File: src/rtl/wfc_pkg.sv
// Shared types for the wrapped line fill controller.
package wfc_pkg;
    // Fill progress: idle, request issue, beat collection, final write shown.
    typedef enum logic [1:0] {
        ST_IDLE  = 2'd0,
        ST_REQ   = 2'd1,
        ST_BEATS = 2'd2,
        ST_LAST  = 2'd3
    } fill_st_e;
endpackage

File: src/rtl/wfc_addr_split.sv
// Splits a miss address into the critical beat, the line set and the
// beat-aligned burst start address. Pure combinational.
// Assumes: address layout is {tag, set, beat, byte-in-beat}.
module wfc_addr_split #(
    parameter int ADDR_W  = 32,
    parameter int OFF_W   = 3,
    parameter int BSEL_W  = 3,
    parameter int INDEX_W = 6
) (
    input  logic [ADDR_W-1:0]  addr,
    output logic [BSEL_W-1:0]  crit,
    output logic [INDEX_W-1:0] set_idx,
    output logic [ADDR_W-1:0]  start_addr
);
    localparam logic [ADDR_W-1:0] BYTE_MASK = ADDR_W'((64'd1 << OFF_W) - 64'd1);

    // Field extraction and beat alignment.
    always_comb begin
        crit       = addr[OFF_W +: BSEL_W];
        set_idx    = addr[OFF_W+BSEL_W +: INDEX_W];
        start_addr = addr & ~BYTE_MASK;
    end
endmodule

File: src/rtl/wfc_sequencer.sv
// Fill state machine and beat counter. Captures the miss fields on
// acceptance, counts responses while collecting, and yields the wrapped
// beat position of each response.
// Assumes: beats per line is a power of two, so the position wraps by
// plain truncation of crit + count.
module wfc_sequencer
    import wfc_pkg::*;
#(
    parameter int ADDR_W  = 32,
    parameter int BSEL_W  = 3,
    parameter int INDEX_W = 6
) (
    input  logic               clk,
    input  logic               rst_n,
    input  logic               accept,
    input  logic [BSEL_W-1:0]  crit_in,
    input  logic [INDEX_W-1:0] set_in,
    input  logic [ADDR_W-1:0]  start_in,
    input  logic               rsp_valid,
    output fill_st_e           state,
    output logic [BSEL_W-1:0]  beat_pos,
    output logic [INDEX_W-1:0] set_q,
    output logic [ADDR_W-1:0]  start_q,
    output logic               take,
    output logic               first_beat
);
    localparam logic [BSEL_W-1:0] LAST_K = {BSEL_W{1'b1}};

    logic [BSEL_W-1:0] crit_q;
    logic [BSEL_W-1:0] cnt_q;

    // A response counts only while beats are being collected.
    always_comb begin
        take       = (state == ST_BEATS) && rsp_valid;
        first_beat = (cnt_q == '0);
        beat_pos   = crit_q + cnt_q;
    end

    // State transitions of one fill.
    always_ff @(posedge clk) begin
        if (!rst_n) begin
            state <= ST_IDLE;
        end else begin
            unique case (state)
                ST_IDLE:  if (accept) state <= ST_REQ;
                ST_REQ:   state <= ST_BEATS;
                ST_BEATS: if (take && cnt_q == LAST_K) state <= ST_LAST;
                ST_LAST:  state <= ST_IDLE;
                default:  state <= ST_IDLE;
            endcase
        end
    end

    // Capture of the miss fields and the arrival counter.
    always_ff @(posedge clk) begin
        if (!rst_n) begin
            crit_q  <= '0;
            set_q   <= '0;
            start_q <= '0;
            cnt_q   <= '0;
        end else if (accept) begin
            crit_q  <= crit_in;
            set_q   <= set_in;
            start_q <= start_in;
            cnt_q   <= '0;
        end else if (take) begin
            cnt_q   <= cnt_q + 1'b1;
        end
    end
endmodule

File: src/rtl/wfc_beat_out.sv
// Registered output stage: line buffer write, processor forward of the
// first arriving beat, and the completion pulse one cycle after the
// final write is shown.
// Assumes: take and closing are never high together.
module wfc_beat_out #(
    parameter int BEAT_W  = 64,
    parameter int BSEL_W  = 3,
    parameter int INDEX_W = 6
) (
    input  logic               clk,
    input  logic               rst_n,
    input  logic               take,
    input  logic               first_beat,
    input  logic               closing,
    input  logic [BSEL_W-1:0]  beat_pos,
    input  logic [INDEX_W-1:0] set_q,
    input  logic [BEAT_W-1:0]  rsp_data,
    output logic               cpu_valid,
    output logic [BEAT_W-1:0]  cpu_data,
    output logic               lw_valid,
    output logic [INDEX_W-1:0] lw_set,
    output logic [BSEL_W-1:0]  lw_beat,
    output logic [BEAT_W-1:0]  lw_data,
    output logic               line_done,
    output logic [INDEX_W-1:0] line_set
);
    // Line buffer write port, one beat per accepted response.
    always_ff @(posedge clk) begin
        if (!rst_n) begin
            lw_valid <= 1'b0;
            lw_set   <= '0;
            lw_beat  <= '0;
            lw_data  <= '0;
        end else begin
            lw_valid <= take;
            if (take) begin
                lw_set  <= set_q;
                lw_beat <= beat_pos;
                lw_data <= rsp_data;
            end
        end
    end

    // Early restart: forward only the first arrival of the fill.
    always_ff @(posedge clk) begin
        if (!rst_n) begin
            cpu_valid <= 1'b0;
            cpu_data  <= '0;
        end else begin
            cpu_valid <= take && first_beat;
            if (take && first_beat) cpu_data <= rsp_data;
        end
    end

    // Completion pulse after the last write has been presented.
    always_ff @(posedge clk) begin
        if (!rst_n) begin
            line_done <= 1'b0;
            line_set  <= '0;
        end else begin
            line_done <= closing;
            if (closing) line_set <= set_q;
        end
    end
endmodule

File: src/rtl/wrapfill_ctrl.sv
// Top of the critical-word-first line fill controller. One miss at a
// time: issues a beat-aligned wrapped burst request, forwards the first
// returned beat to the processor, writes every beat into the line buffer
// at its wrapped position and pulses completion at the end.
// Assumes: memory returns exactly LINE_BEATS beats per request, starting
// at the requested beat and wrapping; LINE_BEATS and BEAT_BYTES are
// powers of two.
module wrapfill_ctrl
    import wfc_pkg::*;
#(
    parameter int ADDR_W     = 32,
    parameter int BEAT_BYTES = 8,
    parameter int LINE_BEATS = 8,
    parameter int INDEX_W    = 6
) (
    input  logic                          clk,
    input  logic                          rst_n,
    input  logic                          miss_valid,
    input  logic [ADDR_W-1:0]             miss_addr,
    output logic                          miss_ready,
    output logic                          mreq_valid,
    output logic [ADDR_W-1:0]             mreq_addr,
    input  logic                          mrsp_valid,
    input  logic [8*BEAT_BYTES-1:0]       mrsp_data,
    output logic                          cpu_valid,
    output logic [8*BEAT_BYTES-1:0]       cpu_data,
    output logic                          lw_valid,
    output logic [INDEX_W-1:0]            lw_set,
    output logic [$clog2(LINE_BEATS)-1:0] lw_beat,
    output logic [8*BEAT_BYTES-1:0]       lw_data,
    output logic                          line_done,
    output logic [INDEX_W-1:0]            line_set
);
    localparam int BEAT_W = 8 * BEAT_BYTES;
    localparam int OFF_W  = $clog2(BEAT_BYTES);
    localparam int BSEL_W = $clog2(LINE_BEATS);

    fill_st_e           st;
    logic               accept;
    logic [BSEL_W-1:0]  crit_w;
    logic [INDEX_W-1:0] set_w;
    logic [ADDR_W-1:0]  start_w;
    logic [BSEL_W-1:0]  pos_w;
    logic [INDEX_W-1:0] set_q;
    logic               take_w;
    logic               first_w;

    // Handshake and request outputs derived from the fill state.
    always_comb begin
        miss_ready = (st == ST_IDLE);
        accept     = miss_valid && miss_ready;
        mreq_valid = (st == ST_REQ);
    end

    wfc_addr_split #(
        .ADDR_W (ADDR_W),
        .OFF_W  (OFF_W),
        .BSEL_W (BSEL_W),
        .INDEX_W(INDEX_W)
    ) u_split (
        .addr      (miss_addr),
        .crit      (crit_w),
        .set_idx   (set_w),
        .start_addr(start_w)
    );

    wfc_sequencer #(
        .ADDR_W (ADDR_W),
        .BSEL_W (BSEL_W),
        .INDEX_W(INDEX_W)
    ) u_seq (
        .clk       (clk),
        .rst_n     (rst_n),
        .accept    (accept),
        .crit_in   (crit_w),
        .set_in    (set_w),
        .start_in  (start_w),
        .rsp_valid (mrsp_valid),
        .state     (st),
        .beat_pos  (pos_w),
        .set_q     (set_q),
        .start_q   (mreq_addr),
        .take      (take_w),
        .first_beat(first_w)
    );

    wfc_beat_out #(
        .BEAT_W (BEAT_W),
        .BSEL_W (BSEL_W),
        .INDEX_W(INDEX_W)
    ) u_out (
        .clk       (clk),
        .rst_n     (rst_n),
        .take      (take_w),
        .first_beat(first_w),
        .closing   (st == ST_LAST),
        .beat_pos  (pos_w),
        .set_q     (set_q),
        .rsp_data  (mrsp_data),
        .cpu_valid (cpu_valid),
        .cpu_data  (cpu_data),
        .lw_valid  (lw_valid),
        .lw_set    (lw_set),
        .lw_beat   (lw_beat),
        .lw_data   (lw_data),
        .line_done (line_done),
        .line_set  (line_set)
    );
endmodule

File: config.mk
export PLATFORM = sky130hd
export DESIGN_NAME = wrapfill_ctrl
export DESIGN_NICKNAME = d
export VERILOG_FILES = /design/src/rtl/wfc_pkg.sv /design/src/rtl/wfc_addr_split.sv /design/src/rtl/wfc_sequencer.sv /design/src/rtl/wfc_beat_out.sv /design/src/rtl/wrapfill_ctrl.sv
export SDC_FILE = /design/constraint.sdc
export NUM_CORES = 1
export LEC_CHECK = 0
export ABC_CLOCK_PERIOD_IN_PS = 1500
export CAP_MARGIN = 20
export CELL_PAD_IN_SITES_DETAIL_PLACEMENT = 0
export CELL_PAD_IN_SITES_GLOBAL_PLACEMENT = 2
export CORE_ASPECT_RATIO = 0.8
export CORE_MARGIN = 1.5
export CORE_UTILIZATION = 24
export DETAILED_ROUTE_END_ITERATION = 6
export PLACE_DENSITY = 0.87
export REMOVE_ABC_BUFFERS = 1
export SKIP_LAST_GASP = 1
export SLEW_MARGIN = 10
export SYNTH_ARGS = -nofsm -noshare
export SYNTH_HDL_FRONTEND = slang
export SYNTH_HIERARCHICAL = 1
export SYNTH_SLANG_ARGS = --single-unit
File: constraint.sdc
create_clock -name clk -period 1.5 [get_ports clk]
set_input_delay 0.225 -clock clk [delete_from_list [all_inputs] [get_ports clk]]
set_output_delay 0.225 -clock clk [all_outputs]
set_load 0.01 [all_outputs]
==> flow_summary.yaml <==
run_status:
  status: "complete, no violations"
timing:
  drv_slew: 0
  fin_skew_ps: 12.7
  max_freq_mhz: 682
  tns_ps: 0
  period_minus_slack_ps: 1470
  rsz0062_at_grt: "yes"
  hold_viol: 0
  setup-violations-final: 0
  period_share: 0.977
  setup_ws_ps: 34.1
synthesis:
  synth_simple_gate_area_frac: 0.192
  yosysMostFrequentCell: "dfxtp_1"
  syn_area_per_cell_um2: 10.2
  netlist_area_mm2: 0.00787
  ys.flop_type: "dfxtp_1"
  ys_async_sr_fraction: 0
  synthXorXnorAreaFrac: 0.00334
  syn-instance-count: 775
  yosys_warnings: 6
  synth_edf_count: 0
  synth_seq_cells: 192
  synthMuxAreaShare: 0.154
  synthAdderAreaFrac: 0.0137
  synth-seq-area-share: 0.489
  synth_top_family_by_area: "simple AND/OR/NAND/NOR gates"
  synth_top_area_share: 0.489
  synth_compound_area_frac: 0.0452
  synthTopCellsByCount: "dfxtp_1 (192), mux2i_1 (121), nor2b_1 (121)"
  synth_area_leaders: "dfxtp_1 (49%), mux2i_1 (15%), nor2b_1 (9.6%)"
  synthDistinctLibCells: 34
  synth_area_leader_cell: "dfxtp_1"
drt:
  wl_met3_um: 1360
  drc_errors: 0
  first_pass_iters: 4
  wl_met1_um: 11100
  wl_um: 23400
  top_layer: "met4"
  met2WireLength_um: 10800
  dr.first_iter.drc_count: 221
  wl_per_cell_um: 15.9
  vias: 6153
  ant_nets: 0
  viasPerCell: 4.19
placed_design:
  place_inst: 1416
  dpl_cell_area_mm2: 0.0109
  dp_hpwl_um: 14700
  place.gp.congestion: 0.728
  dp_slack_ps: -203
  port_buffers: 276
flow_run:
  maxCapViolCount: 0
cells_and_area:
  finalInstanceArea_mm2: 0.0117
  final_cells: 1468
  n_antenna_cell: 0
  fill_cells: 3328
  multi_input_area_mm2: 0.00330
  syn2layout_area_growth_pct: 49.1
  layout-drive-gt1-share: 0.118
  nets: 1136
  regArea_mm2: 0.00385
critical_path:
  start_kind: "flop"
  crit_arrival_ps: 1240
  critPathRequiredTime_ps: 1270
  critical_path_class: "reg -> out"
  critPathCaptureType: "primary output"
  critical_path.max_fanout: 6
pwr:
  powerDensity_mw_per_mm2: 1320
  ir_worst_vdd_v: 0.000684
  p_leak_nw: 4.94
  fin_total_pwr_mw: 15.4
clock_network:
  clock_latency_ps: 430
  root_buffer: "clkbuf_16"
  cts_max_path_buffers: 2
  htree_levels: 4
  cts_tree: "done"
  numCtsBuffers: 17
  cts.clk_slew.worst_paths_ps: 70
  clock-sinks: 192
grt:
  grt_pass1_vias: 5877
  grt_overflow_total: 0
  grt_pass1_wl_um: 32900
  track_usage: 0.124
  grt_start_max_net_pins: 79
  antenna_found_initial: 0
floorplanning:
  dieArea_mm2: 0.0339
  io_pins: 280
  fp.dieH_um: 165
  initial_core_util: 0.243
  row_count: 59
  die_w_um: 205
  core_area_mm2: 0.0324
worst_hold_path:
  hold_path.class: "in -> reg"
worst max-delay path, stage by stage (launching register included):
cell and delay, ps:
dfxtp_2 360, buf_6 120, and2b_2 220, buf_6 120
state kept, by name, indices dropped and copies added, names as in the netlist:
name             flops
u_out/lw_data       64
u_out/line_set       6
u_seq/cnt_q          3
u_seq/start_q       32
u_seq/set_q          6
u_out/cpu_valid      1
u_out/lw_beat        3
u_seq/state          2
u_out/lw_valid       1
u_out/line_done      1
u_seq/crit_q         3
u_out/lw_set         6
u_out/cpu_data      64
report_power, final:
group | internal [mW] | leakage, nW | total (mW) | switching [mW]
Clock | 2.54 | 0.282 | 4.72 | 2.18
Combinational | 2.51 | 3.10 | 4.76 | 2.25
Sequential | 5.66 | 1.56 | 5.95 | 0.289
path summary, 6_finish.rpt:
check / startpoint / to / slack (ps) / cells after the start
setup / recovery: u_seq/state[1] / mreq_valid / 30 / 3
hold / removal: rst_n / u_out/cpu_data[53] / 170 / 3
setup reg to reg: u_seq/cnt_q[0] / u_out/lw_beat[2] / 60 / 7
hold reg to reg: u_out/cpu_data[19] / u_out/cpu_data[19] / 450 / 2
cell usage in the layout (no fill, tap or decap), types with 2 or more instances in the layout:
cell type / Yosys / routed
a21oi_1: 2 / 2
and2_1: 3 / 2
buf_12: 5 / 13
buf_16: 0 / 3
buf_4: 46 / 26
buf_6: 13 / 10
buf_8: 1 / 3
bufinv_16: 0 / 2
clkbuf_16: 0 / 25
clkdlybuf4s50_1: 0 / 95
clkinvlp_4: 0 / 3
conb_1: 1 / 3
dfxtp_1: 192 / 187
dfxtp_2: 0 / 4
dlygate4sd2_1: 0 / 178
ha_1: 7 / 4
ha_4: 0 / 3
inv_1: 8 / 3
inv_2: 0 / 4
inv_6: 0 / 6
mux2i_1: 121 / 121
nand2_1: 70 / 69
nand3_1: 2 / 2
nand4_1: 64 / 64
nor2_1: 2 / 2
nor2b_1: 121 / 120
o21ai_1: 60 / 58
o21ai_2: 0 / 5
xnor2_1: 2 / 2
layer usage:
metal  global-route usage  vias up
met5                    0        -
met3               0.0401       11
met2                0.197      147
met4               0.0305        0
li1                     -     3089
met1                0.162     2906
through the flow:
stage	utilization	hold slack, ps
2_1_floorplan	-	352
3_3_place_gp	0.335	435
3_5_place_dp	0.335	441
4_1_cts	0.348	139
5_1_grt	0.362	162
6_report	0.362	174
cells by family after synthesis:
group	Yosys count
AND/OR/NAND/NOR	268
flip-flops	192
multiplexers	121
buffers and inverters	113
AO/OA/AOI/OAI	69
adder cells (fa/ha/maj)	8
XOR/XNOR	3
other	1
repair_timing:
action	4_1_cts	5_1_grt
endpoints found under the setup margin	194	142
endpoints found under the hold margin	0	0
hold buffers	0	0
pin swaps	0	5
gates cloned	1	11
buffers inserted	0	8
resized for setup	188	45
area by class of cell:
class | count | area share
clock buffer | 19 | 0.0377
tap | 427 | 0.0455
sequential | 192 | 0.328
timing repair buffer | 337 | 0.291
clock inverter | 13 | 0.0127
multi-input combinational | 472 | 0.281
inverter | 8 | 0.00363
Note: power is estimated with default switching activity, not from simulation.
